## src/rtl/ecc_fifo_pkg.sv

```systemverilog
package ecc_fifo_pkg;

   typedef enum logic [1:0] {
      DEC_CLEAN = 2'd0,
      DEC_FIXED = 2'd1,
      DEC_FATAL = 2'd2
   } dec_stat_e;

   // number of Hamming check bits needed to cover w data bits
   function automatic int hamming_chk(input int w);
      int p;
      p = 1;
      while ((1 << p) < (w + p + 1)) p++;
      return p;
   endfunction

endpackage

```

## src/rtl/ecc_enc.sv

```systemverilog
module ecc_enc #(
   parameter int DATA_W = 8,
   parameter int CHK_W  = 4,
   localparam int HAM_W  = DATA_W + CHK_W,
   localparam int CODE_W = HAM_W + 1
) (
   input  logic [DATA_W-1:0] data_i,
   output logic [CODE_W-1:0] code_o
);

   logic [CODE_W-1:0] cw;

   always_comb begin
      int  k;
      logic acc;
      cw = '0;
      k  = 0;
      // data fills the non-power-of-two positions in ascending order
      for (int pos = 1; pos <= HAM_W; pos++) begin
         if ((pos & (pos - 1)) != 0) begin
            cw[pos] = data_i[k];
            k++;
         end
      end
      for (int j = 0; j < CHK_W; j++) begin
         acc = 1'b0;
         for (int pos = 1; pos <= HAM_W; pos++) begin
            if ((((pos >> j) & 1) == 1) && (pos != (1 << j))) acc = acc ^ cw[pos];
         end
         cw[1 << j] = acc;
      end
      cw[0] = ^cw[HAM_W:1];
   end

   assign code_o = cw;

endmodule

```

## src/rtl/ecc_dec.sv

```systemverilog
module ecc_dec
   import ecc_fifo_pkg::*;
#(
   parameter int DATA_W = 8,
   parameter int CHK_W  = 4,
   localparam int HAM_W  = DATA_W + CHK_W,
   localparam int CODE_W = HAM_W + 1
) (
   input  logic [CODE_W-1:0] code_i,
   output logic [DATA_W-1:0] data_o,
   output dec_stat_e         stat_o
);

   function automatic logic [CODE_W-1:0] cover_mask(input int j);
      logic [CODE_W-1:0] m;
      m = '0;
      for (int pos = 1; pos <= HAM_W; pos++) begin
         if (((pos >> j) & 1) == 1) m[pos] = 1'b1;
      end
      return m;
   endfunction

   logic [CHK_W-1:0]  syn;
   logic              par_odd;
   logic [CODE_W-1:0] fixed;

   for (genvar j = 0; j < CHK_W; j++) begin : g_syn
      localparam logic [CODE_W-1:0] COVER = cover_mask(j);
      assign syn[j] = ^(code_i & COVER);
   end

   assign par_odd = ^code_i;

   always_comb begin
      fixed  = code_i;
      stat_o = DEC_CLEAN;
      if (par_odd) begin
         if (int'(syn) <= HAM_W) begin
            // zero syndrome points at the overall parity bit itself
            fixed[syn] = ~code_i[syn];
            stat_o     = DEC_FIXED;
         end else begin
            stat_o = DEC_FATAL;
         end
      end else if (syn != '0) begin
         stat_o = DEC_FATAL;
      end
   end

   always_comb begin
      int k;
      data_o = '0;
      k      = 0;
      for (int pos = 1; pos <= HAM_W; pos++) begin
         if ((pos & (pos - 1)) != 0) begin
            data_o[k] = fixed[pos];
            k++;
         end
      end
   end

endmodule

```

## src/rtl/fifo_ptr_ctl.sv

```systemverilog
module fifo_ptr_ctl #(
   parameter int DEPTH = 32,
   localparam int AW = $clog2(DEPTH)
) (
   input  logic          clk,
   input  logic          rst_n,
   input  logic          wr_en,
   input  logic          rd_en,
   output logic          wr_ok,
   output logic          rd_ok,
   output logic [AW-1:0] wr_addr,
   output logic [AW-1:0] rd_addr,
   output logic          full,
   output logic          empty
);

   if (DEPTH < 2 || (DEPTH & (DEPTH - 1)) != 0) begin : g_bad_depth
      $error("fifo_ptr_ctl: DEPTH must be a power of two of at least 2");
   end

   logic [AW:0] wptr, rptr;
   logic [AW:0] occ;

   assign full    = (wptr[AW] != rptr[AW]) && (wptr[AW-1:0] == rptr[AW-1:0]);
   assign empty   = (wptr == rptr);
   assign wr_ok   = wr_en && !full;
   assign rd_ok   = rd_en && !empty;
   assign wr_addr = wptr[AW-1:0];
   assign rd_addr = rptr[AW-1:0];
   assign occ     = wptr - rptr;

   always_ff @(posedge clk or negedge rst_n) begin
      if (!rst_n) begin
         wptr <= '0;
         rptr <= '0;
      end else begin
         if (wr_ok) wptr <= wptr + 1'b1;
         if (rd_ok) rptr <= rptr + 1'b1;
      end
   end

   AST_NOT_FULL_AND_EMPTY: assert property (@(posedge clk) disable iff (!rst_n)
      !(full && empty));
   AST_WRITE_CLEARS_EMPTY: assert property (@(posedge clk) disable iff (!rst_n)
      wr_ok |=> !empty);
   AST_FULL_WRITE_DROPPED: assert property (@(posedge clk) disable iff (!rst_n)
      (full && wr_en && !rd_en) |=> (full && $stable(wptr)));
   AST_EMPTY_READ_DROPPED: assert property (@(posedge clk) disable iff (!rst_n)
      (empty && rd_en && !wr_en) |=> (empty && $stable(rptr)));
   AST_OCC_STEADY: assert property (@(posedge clk) disable iff (!rst_n)
      (wr_ok && rd_ok) |=> $stable(occ));

endmodule

```

## src/rtl/ecc_fifo.sv

```systemverilog
module ecc_fifo
   import ecc_fifo_pkg::*;
#(
   parameter int DATA_W = 8,
   parameter int DEPTH  = 32,
   localparam int CHK_W  = hamming_chk(DATA_W),
   localparam int CODE_W = DATA_W + CHK_W + 1
) (
   input  logic              clk,
   input  logic              rst_n,
   input  logic              wr_en,
   input  logic [DATA_W-1:0] wr_data,
   output logic              full,
   input  logic              rd_en,
   output logic [DATA_W-1:0] rd_data,
   output logic              empty,
   output logic              rd_error,
   output logic              rd_corrected,
   input  logic [CODE_W-1:0] flip_mask
);

   localparam int AW = $clog2(DEPTH);

   if (DATA_W < 1) begin : g_bad_width
      $error("ecc_fifo: DATA_W must be at least 1");
   end

   logic              wr_ok, rd_ok;
   logic [AW-1:0]     wr_addr, rd_addr;
   logic [CODE_W-1:0] enc_word, raw_word, hit_word;
   logic [DATA_W-1:0] dec_data;
   dec_stat_e         dec_stat;
   logic [CODE_W-1:0] store [DEPTH];

   fifo_ptr_ctl #(.DEPTH(DEPTH)) ptr_i (
      .clk     (clk),
      .rst_n   (rst_n),
      .wr_en   (wr_en),
      .rd_en   (rd_en),
      .wr_ok   (wr_ok),
      .rd_ok   (rd_ok),
      .wr_addr (wr_addr),
      .rd_addr (rd_addr),
      .full    (full),
      .empty   (empty)
   );

   ecc_enc #(.DATA_W(DATA_W), .CHK_W(CHK_W)) enc_i (
      .data_i (wr_data),
      .code_o (enc_word)
   );

   always_ff @(posedge clk) begin
      if (wr_ok) store[wr_addr] <= enc_word;
   end

   assign raw_word = store[rd_addr];
   assign hit_word = raw_word ^ flip_mask;

   ecc_dec #(.DATA_W(DATA_W), .CHK_W(CHK_W)) dec_i (
      .code_i (hit_word),
      .data_o (dec_data),
      .stat_o (dec_stat)
   );

   always_ff @(posedge clk or negedge rst_n) begin
      if (!rst_n) begin
         rd_data      <= '0;
         rd_error     <= 1'b0;
         rd_corrected <= 1'b0;
      end else if (rd_ok) begin
         rd_data      <= dec_data;
         rd_error     <= (dec_stat == DEC_FATAL);
         rd_corrected <= (dec_stat == DEC_FIXED);
      end
   end

   AST_FLAGS_EXCLUSIVE: assert property (@(posedge clk) disable iff (!rst_n)
      !(rd_error && rd_corrected));
   AST_CLEAN_READ_QUIET: assert property (@(posedge clk) disable iff (!rst_n)
      (rd_ok && flip_mask == '0) |=> (!rd_error && !rd_corrected));
   AST_OUTPUTS_HOLD: assert property (@(posedge clk) disable iff (!rst_n)
      !rd_ok |=> ($stable(rd_data) && $stable(rd_error) && $stable(rd_corrected)));

endmodule

```

## config.mk

```make
export PLATFORM = sky130hd
export DESIGN_NAME = ecc_fifo
export DESIGN_NICKNAME = d
export VERILOG_FILES = /design/src/rtl/ecc_fifo_pkg.sv /design/src/rtl/ecc_enc.sv /design/src/rtl/ecc_dec.sv /design/src/rtl/fifo_ptr_ctl.sv /design/src/rtl/ecc_fifo.sv
export SDC_FILE = /design/constraint.sdc
export NUM_CORES = 1
export LEC_CHECK = 0
export BUFFER_PORTS_ARGS = -buffer_cell sky130_fd_sc_hd__buf_2
export CAP_MARGIN = 20
export CORE_ASPECT_RATIO = 0.7
export CORE_UTILIZATION = 40
export DETAILED_ROUTE_END_ITERATION = 12
export SLEW_MARGIN = 10
export SYNTH_ARGS = -nofsm -noshare
export SYNTH_HDL_FRONTEND = slang
export SYNTH_HIERARCHICAL = 1
export SYNTH_SLANG_ARGS = --single-unit
```

## constraint.sdc

```tcl
create_clock -name clk -period 4.1 [get_ports clk]
set_input_delay 0.41 -clock clk [delete_from_list [all_inputs] [get_ports clk]]
set_output_delay 0.41 -clock clk [all_outputs]
set_load 0.005 [all_outputs]
```

; Word-level counts from Yosys, hierarchy flattened
; Memory sizes are Yosys's and may differ from the RTL's.
; Cells that the tools add are included.
[word_totals]
ff_bits = 22
ram_bits = 416
in_bits = 25
out_inout_bits = 12
elab_cells = 57
n_memories = 1
[classes]
n_addsub = 2
n_lt_le_gt_ge = 3
eq_ne = 5
mux = 12
bitwise = 16
reduce_logical = 13
[memory_table]
columns = name, words, width, read_ports, rd_clocked_by_memory_dff, wr, line_no
row1 = store, 32, 13, 1, 0, 1, ecc_fifo.sv:33  ; logic [CODE_W-1:0] store [DEPTH];
[ops]
columns = operator, n
row1 = $reduce_xor 13->1, 5
row2 = $mux 13, 2
row3 = $xor 1x1->1, 14
row4 = $bwmux 13, 1
row5 = $xor 13x13->13, 1
row6 = $add 6x1->6 const B, 2
row7 = $reduce_xor 12->1, 1
row8 = $eq 6x6->1, 1
row9 = $mux 2, 3
row10 = $eq 5x5->1, 1
row11 = $lt 4x5->1 const B, 1
row12 = $bmux 1 s4, 1
row13 = $demux 1 s4, 1
row14 = $ge 4x1->1 const B, 1
row15 = $le 4x4->1 const B, 1
row16 = $logic_and 1x1->1, 4
row17 = $mux 1, 4
row18 = $reduce_bool 4->1, 1
row19 = $eq 2x1->1 const B, 1
row20 = $eq 2x2->1 const B, 1
row21 = $logic_not 1->1, 2
row22 = $ne 1x1->1, 1
row23 = $not 1->1, 1

; Depth between registers and ports, before layout
; An unclocked memory read counts as a cell.
[logic_depth]
ltp_word = 10
mapped_depth = 18
depth_no_buf = 12

; By module
; Netlist, hierarchy kept.
[by_module_without_submodules]
columns = mod, instances, cells_per_inst, area_each_um2, seq_area_each_um2
row1 = ecc_fifo, 1, 955, 16943.8, 12742.2
row2 = fifo_ptr_ctl, 1, 70, 744.5, 300.3
row3 = ecc_dec, 1, 62, 504.2, 0.0
row4 = ecc_enc, 1, 19, 205.2, 0.0

; Least setup slack after synthesis
; Ideal clock, no wire load.
[synth_timing]
path_kind = register to register
startpoint = register ptr_i.rptr[0]
endpoint = register rd_error
setup_time_ns = 0.139
arrival_time_ns = 3.438
required_time_ns = 3.961
slack_ns = 0.523
stages_incl_launch_ff = 17
n_path_buf = 4
period_less_slack_ns = 3.577
path_cell_list = dfrtp_1 buf_4 buf_4 buf_8 buf_12 mux2i_1 a22oi_1 a21oi_1 nor4_2 xor2_1 xnor3_1 xnor2_2 nand2_2 a2111o_1 o211ai_1 nand3b_1 o21ai_0
[synth_via]
elab_chain_cells = 7
elab_cells_between_ends = 16
classes_between = 1 x order compare / 2 x eq/ne / 3 x mux / 1 x bitwise / 8 x reduce/logical / 1 x memory
[synth_lines]
columns = element, line_no
row1 = "start, declared", fifo_ptr_ctl.sv:21  ; logic [AW:0] wptr, rptr;
row2 = "start signal, assigned", fifo_ptr_ctl.sv:38  ; if (rd_ok) rptr <= rptr + 1'b1;
row3 = $mem_v2 32x13 (*), n/a
row4 = $xor 13x13->13 (*), ecc_fifo.sv:58  ; assign hit_word = raw_word ^ flip_mask;
row5 = named net hit_word[10], ecc_fifo.sv:30  ; logic [CODE_W-1:0] enc_word, raw_word, hit_word;
row6 = $reduce_xor 13->1, ecc_dec.sv:29  ; assign syn[j] = ^(code_i & COVER);
row7 = $le 4x4->1, ecc_dec.sv:38  ; if (int'(syn) <= HAM_W) begin
row8 = $mux 2, ecc_dec.sv:38
row9 = $mux 2 (*), ecc_dec.sv:37  ; if (par_odd) begin
row10 = named net dec_stat[0], ecc_fifo.sv:32  ; dec_stat_e dec_stat;
row11 = $eq 2x2->1 (*), ecc_fifo.sv:73  ; rd_error <= (dec_stat == DEC_FATAL);
row12 = "end signal, assigned", ecc_fifo.sv:73
row13 = "end, declared", ecc_fifo.sv:17  ; output logic rd_error,
; Mark *: on every way through the listed nets, which the timed path passes. The rest lies on a longest branch.
; A chain may end at the register's enable or synchronous reset.

; Worst setup path in the final report
[layout_timing]
startpoint = register ptr_i.rptr[1]
endpoint = register rd_error
; The elaborated chain is that of the path after synthesis.

==> impl_metrics.toml <==
[route]
wl_per_cell_um = 23.8
drc_errors = 0
drt-initial-drc-count = 1324
first_pass_iters = 6
wirelength_mm = 43.6
drt-vias-per-instance = 5.50
ant_nets = 0
num_vias = 10100

[global_routing]
antenna_found_initial = 1
grt-ovfl-total = 0
grt_pass1_vias = 9533
grt_max_degree = 49
grt_pass1_wl_mm = 63.5
grt_usage = 0.185

[floorplanning]
die-area_um2 = 46900
initial_core_util = 0.407
core_um2 = 45200
num_rows = 65
pin_count = 37
die_h_um = 181
dieWidth_um = 258

[logic_synthesis]
yosysTopAreaCellShare = 0.679
ys_warn_count = 6
synthCells = 1106
seq_area_frac_synth = 0.709
syn_avg_cell_area_um2 = 16.6
synth-main-ff-cell = "edfxtp_1"
synthesis.nets = 1133
yosysTopAreaCell = "edfxtp_1"
synthTopCellsByArea = "edfxtp_1, mux2i_1, a22oi_1, dfrtp_1, a21oi_1"
async_reset_ff_frac = 0.0502
synthDistinctLibCells = 54
synth_edf_count = 416
synth_area_um2 = 18400
ys_ff_latch = 438

[job]
cap_violations = 0

[setup_path]
cp-end-kind = "register"
required_ns = 4.49
path_class = "reg -> reg"
critical_path.startpoint_type = "register"
cp_max_fo = 12
worst_ep_arrival_time_ns = 4.30

[cts]
clock-sinks = 438
h-tree-depth = 2
cts_root_buffer = "clkbuf_16"
max-clock-path-buffers = 3
clkSlewWorstSetupHoldPaths_ns = 0.07
cts_buffers = 39
cts_tree = "built"
clk_latency_ns = 0.54

[finish]
regArea_um2 = 13100
area_growth_pct = 14.7
antennaDiodeCount = 0
final_common_cell = "edfxtp_1"
final_nets = 1233
final_cell_mix = "edfxtp_1, mux2i_1, a22oi_1"
multi_input_area_um2 = 4940
final_cells = 1834
num-fill-cells = 3964
drive_gt1_frac = 0.192

[sta]
final.setup_skew_ns = 0.0103
finalSetupViolCount = 0
fmax_mhz = 256
hold_viol = 0
tightest_slew_ns = 0.790
slew_headroom = 0.473
period_needed_ns = 3.91
fin_crit_sh = 0.953
maxSlewViolCount = 0

[power]
power_mw = 18.9
switching_share = 0.387
pwr-share-clk = 0.196
internal-power_mw = 11.6
p_leak_nw = 7.47
power.density_nw_per_um2 = 893
ir_drop_v = 0.00131
switching_power_mw = 7.30
power.share.sequential = 0.300
power_frac_comb = 0.504

[place]
globalplace.congestion = 0.893
detailed_place_hpwl_mm = 28.4
port_buffers = 36
dp.cells = 1764

[run_status]
outcome = "finished, final reports clean"

[worst_hold_path]
min_path_type = "in -> reg"
## power groups by stage
stage	Sequential, mW	Clock (mW)	Combinational, mW
after floorplan	5.66	0	6.41
after global placement	5.73	0	8.80
after detailed placement	5.75	0	8.91
after CTS	5.65	3.75	8.94
after global routing	5.69	3.93	10.2
final	5.66	3.70	9.50
## metal layers
| layer | global-route usage | wire length [µm] | vias to the layer above |
|---|---|---|---|
| met5 | 0 | 11 | - |
| met1 | 0.304 | 21600 | 5160 |
| met2 | 0.241 | 17200 | 372 |
| li1 | - | - | 4510 |
| met4 | 0.0327 | 549 | 2 |
| met3 | 0.0503 | 4330 | 49 |
## synth_stat cells, types with 2 or more instances
master,instances
edfxtp_1,416
mux2i_1,208
a22oi_1,95
a21oi_1,53
nor2_1,46
buf_4,33
xor2_1,30
xnor2_1,23
dfrtp_1,22
nand2_1,17
buf_2,13
clkbuf_1,13
nand3_1,11
nand4_1,10
nor4_2,10
mux2_2,9
nor3_1,8
o211ai_1,8
nand3b_1,7
nor2b_1,7
buf_6,6
o21ai_0,6
inv_1,5
xnor3_1,5
nand2b_1,4
and2_1,3
buf_1,3
or3b_2,3
a31oi_1,2
buf_12,2
buf_8,2
ha_1,2
or2_2,2
xnor2_2,2
## cells by family after synthesis
logic type,synth area share
fa+ha+maj,0.00136
xor+xnor,0.0366
simple gates,0.0416
flops,0.709
mux,0.119
buf+inv,0.0288
compound gates,0.0635
## sequential cells by signal, indices dropped and copies added (netlist names)
signal,count
ptr_i/rptr,6
store,416
rd_corrected,1
ptr_i/wptr,6
rd_data,8
rd_error,1
## final timing paths
kind / startpoint / to / slack, ns / depth (start not counted)
setup / recovery: ptr_i/rptr[1] / rd_error / 0.19 / 15
hold / removal: wr_en / ptr_i/wptr[2] / 0.31 / 5
setup reg to reg: ptr_i/rptr[1] / rd_error / 0.19 / 15
hold reg to reg: rd_data[0] / rd_data[0] / 0.50 / 1
max in group asynchronous: rst_n / ptr_i/rptr[0] / 3.26 / 2
min in group asynchronous: rst_n / rd_data[1] / 0.42 / 2
## worst max-delay path: stages (launching register included)
cell and delay [ns]:
dfrtp_1 0.40, buf_4 0.16, buf_4 0.18, nor2b_1 0.19, buf_4 0.19, a22oi_1 0.28
nand4_1 0.28, nand4_1 0.20, xor2_1 0.21, xnor3_2 0.51, xnor2_2 0.28, nand2_2 0.14
a2111o_1 0.42, o211ai_1 0.11, nand3b_1 0.13, o21ai_0 0.08
## per-stage QoR
| step | setup TNS [ns] | hold WS, ns | worst slack (ns) | instance area [µm²] | util |
|---|---|---|---|---|---|
| floorplan | 0 | 0.114 | 0.523 | 18400 | - |
| CTS | 0 | 0.299 | 0.0712 | 21000 | 0.463 |
| detailed placement | 0 | 0.433 | 0.0986 | 19700 | 0.435 |
| global placement | 0 | 0.426 | 0.0498 | 19700 | 0.435 |
| finish | 0 | 0.314 | 0.193 | 21100 | 0.467 |
| global route | -0.0769 | 0.348 | -0.0385 | 21100 | 0.467 |
## layout make-up
| class | count | share of cell area |
|---|---|---|
| multi-input combinational | 591 | 0.234 |
| sequential | 438 | 0.618 |
| clock buffer | 47 | 0.0497 |
| clock inverter | 19 | 0.0101 |
| timing repair buffer | 131 | 0.0515 |
| tap | 603 | 0.0357 |
| inverter | 5 | 0.000889 |
## repair_timing
action                                  4_1_cts  5_1_grt
hold endpoints to repair                     22        0
setup buffers                                 0        1
hold buffers                                  1        0
resized for setup                             0       17
endpoints found under the setup margin        0       10
Power figures use the tool's default switching activity.
